File: src/rtl/tapstep_pkg.sv
package tapstep_pkg;

  // Sequencer states: three reset phases, a one-cycle selector,
  // three phases per read step, three per write step, and the rest state.
  typedef enum logic [3:0] {
    ST_IDLE,
    ST_RST_A,
    ST_RST_B,
    ST_RST_C,
    ST_SEL,
    ST_RD_A,
    ST_RD_B,
    ST_RD_C,
    ST_WR_A,
    ST_WR_B,
    ST_WR_C,
    ST_DONE
  } step_state_e;

  // Limit a raw request to the largest legal tap.
  function automatic logic [15:0] clamp_target(input logic [15:0] raw,
                                               input logic [15:0] max_tap);
    return (raw > max_tap) ? max_tap : raw;
  endfunction

  // One tap toward the request, or stay put when already there.
  function automatic logic [15:0] step_toward(input logic [15:0] cur,
                                              input logic [15:0] goal);
    if (cur < goal) return cur + 16'd1;
    if (cur > goal) return cur - 16'd1;
    return cur;
  endfunction

  // True when the state belongs to a timed phase.
  function automatic logic is_timed(input step_state_e s);
    return (s != ST_IDLE) && (s != ST_SEL) && (s != ST_DONE);
  endfunction

endpackage

File: src/rtl/tapstep_phase_timer.sv
module tapstep_phase_timer #(
  parameter int unsigned PHASE_CYC = 2
) (
  input  logic clk,
  input  logic rst_n,
  input  logic clear,
  input  logic timed,
  output logic phase_end
);
  localparam int unsigned CNT_W = (PHASE_CYC > 1) ? $clog2(PHASE_CYC) : 1;
  localparam logic [CNT_W-1:0] LAST = CNT_W'(PHASE_CYC - 1);

  logic [CNT_W-1:0] cnt;

  always_ff @(posedge clk or negedge rst_n) begin
    if (!rst_n) begin
      cnt <= '0;
    end else if (clear || !timed) begin
      cnt <= '0;
    end else begin
      cnt <= cnt + CNT_W'(1);
    end
  end

  // The phase ends on the cycle the count reaches its last value.
  assign phase_end = timed && (cnt == LAST);

endmodule

File: src/rtl/tapstep_tracker.sv
module tapstep_tracker #(
  parameter int unsigned TAP_W     = 6,
  parameter int unsigned TGT_W     = 8,
  parameter int unsigned RESET_TAP = 16
) (
  input  logic             clk,
  input  logic             rst_n,
  input  logic             load,
  input  logic [TGT_W-1:0] raw_target,
  input  logic             step,
  output logic [TAP_W-1:0] cur,
  output logic [TAP_W-1:0] goal,
  output logic             match,
  output logic             go_up
);
  import tapstep_pkg::*;

  localparam logic [15:0]      MAX_TAP   = 16'((1 << TAP_W) - 1);
  localparam logic [TAP_W-1:0] START_TAP = TAP_W'(RESET_TAP);

  logic [TAP_W-1:0] goal_in;
  logic [TAP_W-1:0] cur_next;

  assign goal_in  = TAP_W'(clamp_target(16'(raw_target), MAX_TAP));
  assign cur_next = TAP_W'(step_toward(16'(cur), 16'(goal)));

  always_ff @(posedge clk or negedge rst_n) begin
    if (!rst_n) begin
      cur  <= START_TAP;
      goal <= START_TAP;
    end else if (load) begin
      cur  <= START_TAP;
      goal <= goal_in;
    end else if (step) begin
      cur  <= cur_next;
    end
  end

  assign match = (cur == goal);
  assign go_up = (cur < goal);

endmodule

File: src/rtl/tapstep_fsm.sv
module tapstep_fsm (
  input  logic                     clk,
  input  logic                     rst_n,
  input  logic                     start,
  input  logic                     phase_end,
  input  logic                     rd_match,
  input  logic                     wr_match,
  output tapstep_pkg::step_state_e state,
  output logic                     timed,
  output logic                     rd_step,
  output logic                     wr_step
);
  import tapstep_pkg::*;

  step_state_e nxt;

  always_comb begin
    nxt = state;
    case (state)
      ST_RST_A: if (phase_end) nxt = ST_RST_B;
      ST_RST_B: if (phase_end) nxt = ST_RST_C;
      ST_RST_C: if (phase_end) nxt = ST_SEL;
      ST_SEL: begin
        if (!rd_match)      nxt = ST_RD_A;
        else if (!wr_match) nxt = ST_WR_A;
        else                nxt = ST_DONE;
      end
      ST_RD_A:  if (phase_end) nxt = ST_RD_B;
      ST_RD_B:  if (phase_end) nxt = ST_RD_C;
      ST_RD_C:  if (phase_end) nxt = ST_SEL;
      ST_WR_A:  if (phase_end) nxt = ST_WR_B;
      ST_WR_B:  if (phase_end) nxt = ST_WR_C;
      ST_WR_C:  if (phase_end) nxt = ST_SEL;
      default:  nxt = state;
    endcase
    if (start) nxt = ST_RST_A;
  end

  always_ff @(posedge clk or negedge rst_n) begin
    if (!rst_n) state <= ST_IDLE;
    else        state <= nxt;
  end

  assign timed   = is_timed(state);
  // A step is committed as its trailing phase closes.
  assign rd_step = (state == ST_RD_C) && phase_end && !start;
  assign wr_step = (state == ST_WR_C) && phase_end && !start;

endmodule

File: src/rtl/tap_stepper.sv
module tap_stepper #(
  parameter int unsigned TAP_W     = 6,
  parameter int unsigned TGT_W     = 8,
  parameter int unsigned PHASE_CYC = 2,
  parameter int unsigned RD_HOME   = 16,
  parameter int unsigned WR_HOME   = 32
) (
  input  logic             clk,
  input  logic             rst_n,
  input  logic             start,
  input  logic [TGT_W-1:0] rd_target,
  input  logic [TGT_W-1:0] wr_target,
  output logic             dly_rst_rd,
  output logic             dly_rst_wr,
  output logic             dly_ce_rd,
  output logic             dly_ce_wr,
  output logic             dly_up,
  output logic             dly_strobe,
  output logic             done
);
  import tapstep_pkg::*;

  // Internal events brought out by name for the checker.
  step_state_e      state;
  logic             timed;
  logic             phase_end;
  logic             rd_step, wr_step;
  logic             rd_match, wr_match;
  logic             rd_up, wr_up;
  logic [TAP_W-1:0] rd_cur, rd_goal, wr_cur, wr_goal;
  logic             in_rst, in_rd, in_wr;

  tapstep_fsm u_fsm (
    .clk       (clk),
    .rst_n     (rst_n),
    .start     (start),
    .phase_end (phase_end),
    .rd_match  (rd_match),
    .wr_match  (wr_match),
    .state     (state),
    .timed     (timed),
    .rd_step   (rd_step),
    .wr_step   (wr_step)
  );

  tapstep_phase_timer #(.PHASE_CYC(PHASE_CYC)) u_timer (
    .clk       (clk),
    .rst_n     (rst_n),
    .clear     (start || phase_end),
    .timed     (timed),
    .phase_end (phase_end)
  );

  tapstep_tracker #(.TAP_W(TAP_W), .TGT_W(TGT_W), .RESET_TAP(RD_HOME)) u_rd (
    .clk        (clk),
    .rst_n      (rst_n),
    .load       (start),
    .raw_target (rd_target),
    .step       (rd_step),
    .cur        (rd_cur),
    .goal       (rd_goal),
    .match      (rd_match),
    .go_up      (rd_up)
  );

  tapstep_tracker #(.TAP_W(TAP_W), .TGT_W(TGT_W), .RESET_TAP(WR_HOME)) u_wr (
    .clk        (clk),
    .rst_n      (rst_n),
    .load       (start),
    .raw_target (wr_target),
    .step       (wr_step),
    .cur        (wr_cur),
    .goal       (wr_goal),
    .match      (wr_match),
    .go_up      (wr_up)
  );

  // Output decode straight from the state register.
  assign in_rst = (state == ST_RST_A) || (state == ST_RST_B) || (state == ST_RST_C);
  assign in_rd  = (state == ST_RD_A)  || (state == ST_RD_B)  || (state == ST_RD_C);
  assign in_wr  = (state == ST_WR_A)  || (state == ST_WR_B)  || (state == ST_WR_C);

  assign dly_rst_rd = in_rst;
  assign dly_rst_wr = in_rst;
  assign dly_ce_rd  = in_rd;
  assign dly_ce_wr  = in_wr;
  assign dly_up     = (in_rd && rd_up) || (in_wr && wr_up);
  assign dly_strobe = (state == ST_RST_B) || (state == ST_RD_B) || (state == ST_WR_B);
  assign done       = (state == ST_DONE);

endmodule

File: config.mk
export PLATFORM = sky130hd
export DESIGN_NAME = tap_stepper
export DESIGN_NICKNAME = d
export VERILOG_FILES = /design/src/rtl/tapstep_pkg.sv /design/src/rtl/tapstep_phase_timer.sv /design/src/rtl/tapstep_tracker.sv /design/src/rtl/tapstep_fsm.sv /design/src/rtl/tap_stepper.sv
export SDC_FILE = /design/constraint.sdc
export NUM_CORES = 1
export LEC_CHECK = 0
export BUFFER_PORTS_ARGS = -buffer_cell sky130_fd_sc_hd__clkbuf_2
export CAP_MARGIN = 20
export CORE_MARGIN = 1
export CORE_UTILIZATION = 26
export DETAILED_ROUTE_END_ITERATION = 10
export GPL_ROUTABILITY_DRIVEN = 0
export PLACE_DENSITY = 0.41
export REMOVE_ABC_BUFFERS = 1
export SYNTH_ARGS = -nofsm -noshare
export SYNTH_HDL_FRONTEND = slang
export SYNTH_HIERARCHICAL = 1
export SYNTH_SLANG_ARGS = --single-unit
File: constraint.sdc
create_clock -name clk -period 3.8 [get_ports clk]
set_input_delay 0.76 -clock clk [delete_from_list [all_inputs] [get_ports clk]]
set_output_delay 0.76 -clock clk [all_outputs]
set_load 0.01 [all_outputs]
**Word level (Yosys, flattened, before mapping)**

Index checks and enable logic that the tools add are counted.

- Output and inout port bits: 7
- Input bits: 19
- Logic and storage cells: 105
- Bits in registers: 29

- Add/sub/neg operators: 5
- Multiplexer cells: 32
- Magnitude comparators: 8
- Reductions and logical operators: 32
- Equality and inequality tests: 22

Operators by type and width:

| kind | count |
|---|---|
| $mux 6 | 14 |
| $mux 4 | 9 |
| $pmux 4 s8 | 1 |
| $lt 6x6->1 | 4 |
| $ne 3x3->1 const B | 6 |
| $eq 4x3->1 const B | 4 |
| $eq 4x4->1 const B | 4 |
| $gt 8x6->1 const B | 2 |
| $add 6x1->6 const B | 2 |
| $eq 6x6->1 | 2 |
| $gt 6x6->1 | 2 |
| $sub 6x1->6 const B | 2 |
| $logic_or 1x1->1 | 11 |
| $logic_and 1x1->1 | 9 |
| $reduce_bool 9->1 | 1 |
| $eq 4x2->1 const B | 2 |
| $reduce_and 8->1 | 1 |
| $mux 1 | 7 |
| $reduce_bool 3->1 | 2 |
| $eq 4x1->1 const B | 1 |
| $ne 4x3->1 const B | 1 |
| $ne 4x4->1 const B | 1 |
| $reduce_and 2->1 | 2 |
| $reduce_bool 2->1 | 2 |
| other kinds (6) | 7 |

**Longest topological paths before layout**

Gate-level depths: netlist of the first run.

- Depth after elaboration: 8
- Depth in mapped cells: 10
- Depth with buffers taken out: 9

**By module**

The synthesis of the first run kept the hierarchy.

By module, submodules not included:

| module | area an instance (um^2) | instances | cells each | seq. area each (um^2) |
|---|---|---|---|---|
| tapstep_tracker at u_rd | 899.6 | 1 | 100 | 302.8 |
| tapstep_tracker at u_wr | 892.1 | 1 | 97 | 302.8 |
| tapstep_fsm | 351.6 | 1 | 45 | 100.1 |
| tap_stepper | 101.3 | 1 | 16 | 0.0 |
| tapstep_phase_timer | 45.0 | 1 | 3 | 25.0 |

**Worst setup path after synthesis of the first run**

Ideal clock, no wire load.

- Path kind: register to register
- Start point: reg u_fsm.state[3]
- End point: reg u_wr.cur[2]
- Cell stages (with the launch flop): 11
- Required time: 3.675 ns
- Setup time: 0.125 ns
- Slack: 1.031 ns
- Period minus slack after synthesis: 2.769 ns
- Path buffers: 1
- Arrival time: 2.644 ns
- Cell sequence: dfrtp_1 -> buf_6 -> nor2b_2 -> a31oi_1 -> and2_2 -> nand2_1 -> nor4_1 -> o21ai_0 -> a211oi_1 -> a31oi_1 -> mux2_2

- Longest elaborated chain between the ends: 8
- Elaborated cells on any way between the ends: 11
- Classes of those cells: eq/ne: 3; reduce/logical: 8

Ends and longest elaborated chain:

| what | RTL line | source |
|---|---|---|
| start: declaration | tapstep_fsm.sv:8 | `output tapstep_pkg::step_state_e state,` |
| start signal: assignment | tapstep_fsm.sv:41 | `else state <= nxt;` |
| $ne 4x3->1 / $reduce_bool 4->1 (equally long branches) | tapstep_pkg.sv:36 | `return (s != ST_IDLE) && (s != ST_SEL) && (s != ST_DONE);` |
| $logic_and 1x1->1 | tapstep_pkg.sv:36 |  |
| $logic_and 1x1->1 (*) | tapstep_pkg.sv:36 |  |
| named net timed | tap_stepper.sv:25 | `logic timed;` |
| $logic_and 1x1->1 (*) | tapstep_phase_timer.sv:26 | `assign phase_end = timed && (cnt == LAST);` |
| named net phase_end | tap_stepper.sv:26 | `logic phase_end;` |
| $logic_and 1x1->1 (*) (2 in a row) | tapstep_fsm.sv:47 | `assign wr_step = (state == ST_WR_C) && phase_end && !start;` |
| named net wr_step | tap_stepper.sv:27 | `logic rd_step, wr_step;` |
| $reduce_bool 2->1 (no line) (*) | -- |  |
| $reduce_and 2->1 (no line) (*) | -- |  |
| end signal: assignment | tapstep_tracker.sv:35 | `cur <= cur_next;` |
| end: declaration | tapstep_tracker.sv:11 | `output logic [TAP_W-1:0] cur,` |

Mark *: on every way through the listed nets, which the timed path passes. The rest lies on a longest branch.
A chain may end at the register's enable or synchronous reset.

**Final worst setup path of the first run**

- Start point: reg u_wr.goal[5]
- End point: out dly_up

- Longest elaborated chain between the ends: 3

Ends and longest elaborated chain:

| what | RTL line | source |
|---|---|---|
| start: declaration | tapstep_tracker.sv:12 | `output logic [TAP_W-1:0] goal,` |
| start signal: assignment | tapstep_tracker.sv:33 | `goal <= goal_in;` |
| $lt 6x6->1 | tapstep_tracker.sv:40 | `assign go_up = (cur < goal);` |
| named net wr_up | tap_stepper.sv:29 | `logic rd_up, wr_up;` |
| $logic_and 1x1->1 | tap_stepper.sv:87 | `assign dly_up = (in_rd && rd_up) \|\| (in_wr && wr_up);` |
| $logic_or 1x1->1 | tap_stepper.sv:87 |  |
| end: declaration | tap_stepper.sv:17 | `output logic dly_up,` |

The timed path passes the listed nets, and every way through them passes these cells.

==> results of run 1 <==
-- layout make-up --
type | instances | share of cell area, %
Multi-Input combinational cell | 198 | 53.6
Clock inverter | 1 | 1.16
Tap cell | 105 | 5.07
Clock buffer | 7 | 3.33
Inverter | 20 | 2.90
Sequential cell | 29 | 28.2
Timing Repair Buffer | 28 | 5.70
-- Yosys cell counts, types with 5 or more instances --
| library cell | count |
|---|---|
| nand3_1 | 7 |
| nor2_1 | 18 |
| buf_6 | 5 |
| inv_1 | 20 |
| xnor2_1 | 7 |
| dfrtp_1 | 25 |
| nand2_1 | 16 |
| a21oi_1 | 16 |
| ha_1 | 16 |
| nand2b_1 | 7 |
| clkbuf_1 | 6 |
| nor3_1 | 6 |
| o21ai_0 | 25 |
| mux2i_1 | 5 |
-- how the worst max path moves through the flow --
| stage | startpoint | to | slack [ns] | cells past startpoint |
|---|---|---|---|---|
| finish | u_wr/goal[5] | dly_up | 0.72 | 8 |
| global route | u_wr/goal[5] | dly_up | 0.58 | 8 |
| CTS | u_wr/goal[5] | dly_up | 0.71 | 8 |
| detailed placement | u_fsm/state[3] | u_wr/cur[2] | 0.96 | 10 |
| global placement | u_fsm/state[3] | u_wr/cur[2] | 0.99 | 10 |
| floorplan | u_fsm/state[3] | u_wr/cur[2] | 1.04 | 9 |
-- stage by stage --
step	std cells	cell area, µm²	power (mW)	worst slack (ns)
after floorplan	247	2190	0.481	1.04
after global placement	380	2470	0.541	0.989
after detailed placement	380	2470	0.543	0.957
after CTS	388	2590	0.898	0.714
after global routing	388	2590	0.935	0.579
final	388	2590	0.875	0.721
-- power breakdown --
part	internal [mW]	total (mW)	leakage, nW	switching [mW]
Sequential	0.330	0.363	0.353	0.0336
Clock	0.214	0.340	0.0585	0.127
Combinational	0.0784	0.171	0.727	0.0931
Total	0.622	0.875	1.14	0.253
-- sequential cells by signal (all words and copies together) (netlist names) --
register / count
u_rd/cur: 6
u_wr/cur: 6
u_wr/goal: 6
u_fsm/state: 4
u_timer/cnt: 1
u_rd/goal: 6
-- layout by cell type (no fill, tap or decap), types with 5 or more instances in the layout --
| cell | netlist | layout |
|---|---|---|
| dfrtp_1 | 25 | 25 |
| a21oi_1 | 16 | 16 |
| o21ai_0 | 25 | 25 |
| mux2i_1 | 5 | 5 |
| nand2_1 | 16 | 16 |
| inv_1 | 20 | 20 |
| xnor2_1 | 7 | 7 |
| nand2b_1 | 7 | 7 |
| nor2_1 | 18 | 18 |
| clkbuf_8 | 0 | 6 |
| nor3_1 | 6 | 6 |
| nand3_1 | 7 | 7 |
| ha_1 | 16 | 16 |
| clkbuf_2 | 0 | 25 |
-- worst max-delay path, cell delays in order, from the launching register on --
cell	delay, ns
dfstp_2	0.51
inv_1	0.05
ha_1	0.31
and2_2	0.23
a21oi_2	0.23
and2_4	0.23
inv_1	0.06
o32ai_2	0.25
clkbuf_2	0.17
-- kinds of logic after synthesis --
group,after synthesis,share of synthesized area [%]
and+or+nand+nor,88,22.1
AOI/OAI and AO/OA,81,24.4
buffers and inverters,34,7.49
DFF,29,31.9
adders and majority gates,16,8.74
xor gates and xnor gates,7,2.68
muxes,6,2.68
-- layer usage --
| metal | track usage, % | routed length [µm] |
|---|---|---|
| met1 | 17.0 | 2590 |
| met2 | 21.3 | 2420 |
| met3 | 2.61 | 117 |
| met4 | 4.23 | 46 |
| met5 | 0 | 0 |
==> metrics.txt, run 1 <==
f_max=~320 MHz; Final setup viols=0; clk_lat worst skew=0.28 ns; gr usage total=13.0%; largest cells by area after synthesis=dfrtp_1, ha_1, o21ai_0, dfstp_2, a21oi_1; antenna violations before repair=0; PostCTS Resize Cnt=0; die area=9190 µm²; WL/cell=13.3 µm; final core utilization=30.9%; endpoints failing hold=0; kind of critical path=reg2out; filler cell count=roughly 900; reg2reg end=u_wr/cur[2]; core footprint=8380 µm²; FP Rows=33; Post-CTS Hold Buffers=0; area of the multi-input gates=1390 µm²; FF-to-FF Start=u_fsm/state[3]; total CTS buffers=5; Max Slew Vio Count=0; Critical Path Sink Type=output pin; Worst Tran Pin Value=0.804 ns; clk sinks=29; TritonRoute pass-1 iters=4; Syn Area/Cell=between 8 and 9 µm²; synthesis-to-finish area growth=13.1%; run status=complete, no violations; vias=1886; Hold EP=u_timer/cnt; Hold Worst Slack=0.433 ns; EDFF count, synth=0; share of the synthesized area in the top cell type=a little over a quarter; IO buf count=25; worst hold path class=reg2reg; CTS tree=yes; # DRC=0; die width=95.8 µm; mean number of vias per cell=between 4 and 5; Root Buffer=clkbuf_8; layout cells sized above 1=between 20 and 25%; Max Cap Viol=0; Hold Crit Depth=1; worst-path maximum fanout=7; Critical Path AT=around 2.3 ns; unrepaired setup endpoints after global routing=false; Rel. slew slack=46.4%; Final Routed Wirelength=5180 µm; Register Area=731 µm²; R2R depth=10; grt ovf=0; Syn. warnings=6; Yosys reg bits=29; maximum clock path buffer count=2; FFs w/ async S/R, synth=100%; Post-DP HPWL=between 3000 and 4000 µm; aggregate negative setup slack=0 ns; Final Critical Period=3.08 ns; Layout Nets=317; Top FF cell, synth=dfrtp_1; starting density of the core=27.3%; largest net degree at the start of global routing=41; clk_skew=0.00539 ns; final worst-path cycle share=81.0%; CTS HTree Levels=2; height of the die=~96 µm; Diodes inserted=0; VDD IR max=0.133 mV; cell taking the most area after synthesis=dfrtp_1; Leakage=1.14 nW; reg2reg setup slack=0.88 ns; CP required=3.04 ns; # Post-CTS Setup Buffers=0; I/O pin cnt=26; vias in the first global route=1908; final antenna-violating net count=0; Post-Syn Area=2290 µm²; Synth cell types=62; CTS clk-pin slew, worst paths=0.07 ns; initial drt markers=48; Mapped Cells=approximately 260; Hold Crit Start=u_timer/cnt; first-pass GRT wire length=~9200 µm; Startpoint Class=register; P per Cell Area=approximately 340 nW/µm²; register area share after synthesis=31.9%
Note: power is estimated with default switching activity, not from simulation.
==> inputs of run 2 (changes only) <==
==> constraint.sdc (replaced) <==
create_clock -name clk -period 2.9 [get_ports clk]
set_input_delay 0.58 -clock clk [delete_from_list [all_inputs] [get_ports clk]]
set_output_delay 0.58 -clock clk [all_outputs]
set_load 0.01 [all_outputs]
==> run 2 against run 1 <==
Compared with the run above:
- non-clock buffer count grew 12
- combinational power is 65% higher
- setup slack got worse by 0.63 ns
- sequential share of layout area down 0.82 points
- via count increased by 2.2%
- critical path type unchanged
- hold slack worse by 0.049 ns
- first-iteration DRC count up 58%
- cell count increased by 3.1%
- largest cell class unchanged
- global-route usage rose by 0.052 points
- register-to-register slack lost 0.47 ns
==> metrics.txt, run 2 (synthesized netlist as in run 1, its figures left out) <==
run status=complete, no violations; CTS clk-pin slew, worst paths=0.06 ns (about the same); antenna violations before repair=0 (unchanged); layout cells sized above 1=27.8% (+3.8 points); starting density of the core=27.3% (unchanged); aggregate negative setup slack=0 ns (unchanged); TritonRoute pass-1 iters=4 (unchanged); core footprint=8380 µm² (unchanged); initial drt markers=76 (+58%); WL/cell=13.0 µm (-2.7%); clk_skew=0.00502 ns (-0.000362 ns); Leakage=1.18 nW (+3.5%); Rel. slew slack=46.6% (+0.21 points); DP Area=2530 µm² (+2.4%); Max Cap Viol=0 (unchanged); Diodes inserted=0 (unchanged); Critical Path AT=2.22 ns (-0.10 ns); CTS tree=yes; die area=9190 µm² (unchanged); IO buf count=25 (unchanged); f_max=357 MHz; first-pass GRT wire length=9220 µm (+0.23%); commonest non-fill, non-tap cell in the layout=o21ai_0; gr usage total=13.0% (+0.052 points); Worst Tran Pin Value=0.801 ns (-0.00315 ns); final antenna-violating net count=0 (unchanged); die width=95.8 µm (unchanged); synthesis-to-finish area growth=16.8%; Post-DP HPWL=3720 µm (+2.1%); maximum clock path buffer count=2 (unchanged); Root Buffer=clkbuf_8; Final Routed Wirelength=5190 µm (+0.29%); Final setup viols=0 (unchanged); clk sinks=29 (unchanged); endpoints failing hold=0 (unchanged); Startpoint Class=register; Max Slew Vio Count=0 (unchanged); vias in the first global route=1901 (-0.37%); unrepaired setup endpoints after global routing=false; Design Area, Final=2680 µm² (+3.3%); total CTS buffers=5 (unchanged); # DRC=0 (unchanged); grt ovf=0 (unchanged); worst-path maximum fanout=6 (-1); kind of critical path=reg2out; worst hold path class=in2async; largest net degree at the start of global routing=46 (+12%); I/O pin cnt=26 (unchanged); FP Rows=33 (unchanged); Layout Nets=329 (+3.8%); VDD IR max=0.190 mV (+43%); final worst-path cycle share=96.7%; vias=1927 (+2.2%); height of the die=95.8 µm (unchanged); clk_lat worst skew=0.28 ns (about the same); CTS HTree Levels=2 (unchanged); Critical Path Sink Type=output pin; P per Cell Area=393 nW/µm² (+16%); CP required=2.32 ns (-0.72 ns); mean number of vias per cell=4.82 (-0.89%); commonest non-fill, non-tap cells in the layout=o21ai_0, clkbuf_2, dfrtp_1; Final Critical Period=about 2.8 ns
-- run 2: worst paths after layout --
path	start	end	slack [ns]	depth (start not counted)
max	u_wr/goal[5]	dly_up	0.1	8
min	rst_n	u_wr/goal[4]	0.38	1
max reg2reg	u_fsm/state[3]	u_wr/cur[2]	0.41	10
min reg2reg	u_timer/cnt	u_timer/cnt	0.43	1
max in group asynchronous	rst_n	u_rd/cur[1]	1.96	1
min in group clk	u_timer/cnt	u_timer/cnt	0.43	1
-- run 2: power by group --
group	switching, mW	leakage, nW	internal (mW)
registers	0.0125	0.350	0.433
clock network	0.154	0.0395	0.170
logic	0.158	0.788	0.124
total	0.324	1.18	0.727
-- run 2: final cells by class --
cell class,count,area [µm²]
clock buffer,8,80.1
sequential,29,733
multi-input combinational,198,1420
fill,886,5710
timing repair buffer,40,238
tap,105,131
inverter,20,75.1
-- run 2: repair_timing --
action,in CTS,in global routing
endpoints found under the hold margin,0,0
setup buffers,0,4
resized for setup,0,7
hold buffers,0,0
setup endpoints to repair,0,1
-- run 2: critical path: stages, from the launching register on --
cell,delay [ns]
dfstp_2,0.51
inv_1,0.05
ha_1,0.31
a21o_2,0.26
a21oi_4,0.16
and2_4,0.20
inv_1,0.05
o32ai_2,0.24
buf_2,0.16
-- run 2: metal layers --
layer,global-route usage [%],share of wire [%],up-vias
li1,-,-,990
met1,17.1,50,907
met2,21.5,47,24
met3,2.61,2.3,6
met4,3.86,1.3,0
met5,0,0,-
-- run 2: per-stage QoR --
stage / hold WS, ns / power [mW] / setup WS, ns / cells / utilization, %
floorplan: 0.284 / 0.631 / 0.136 / 247 / -
global placement: 0.419 / 0.727 / 0.323 / 388 / 30.2
detailed placement: 0.427 / 0.726 / 0.316 / 388 / 30.2
CTS: 0.407 / 1.06 / 0.00469 / 396 / 31.2
global route: 0.439 / 1.14 / 0.00238 / 400 / 31.9
finish: 0.384 / 1.05 / 0.0950 / 400 / 31.9
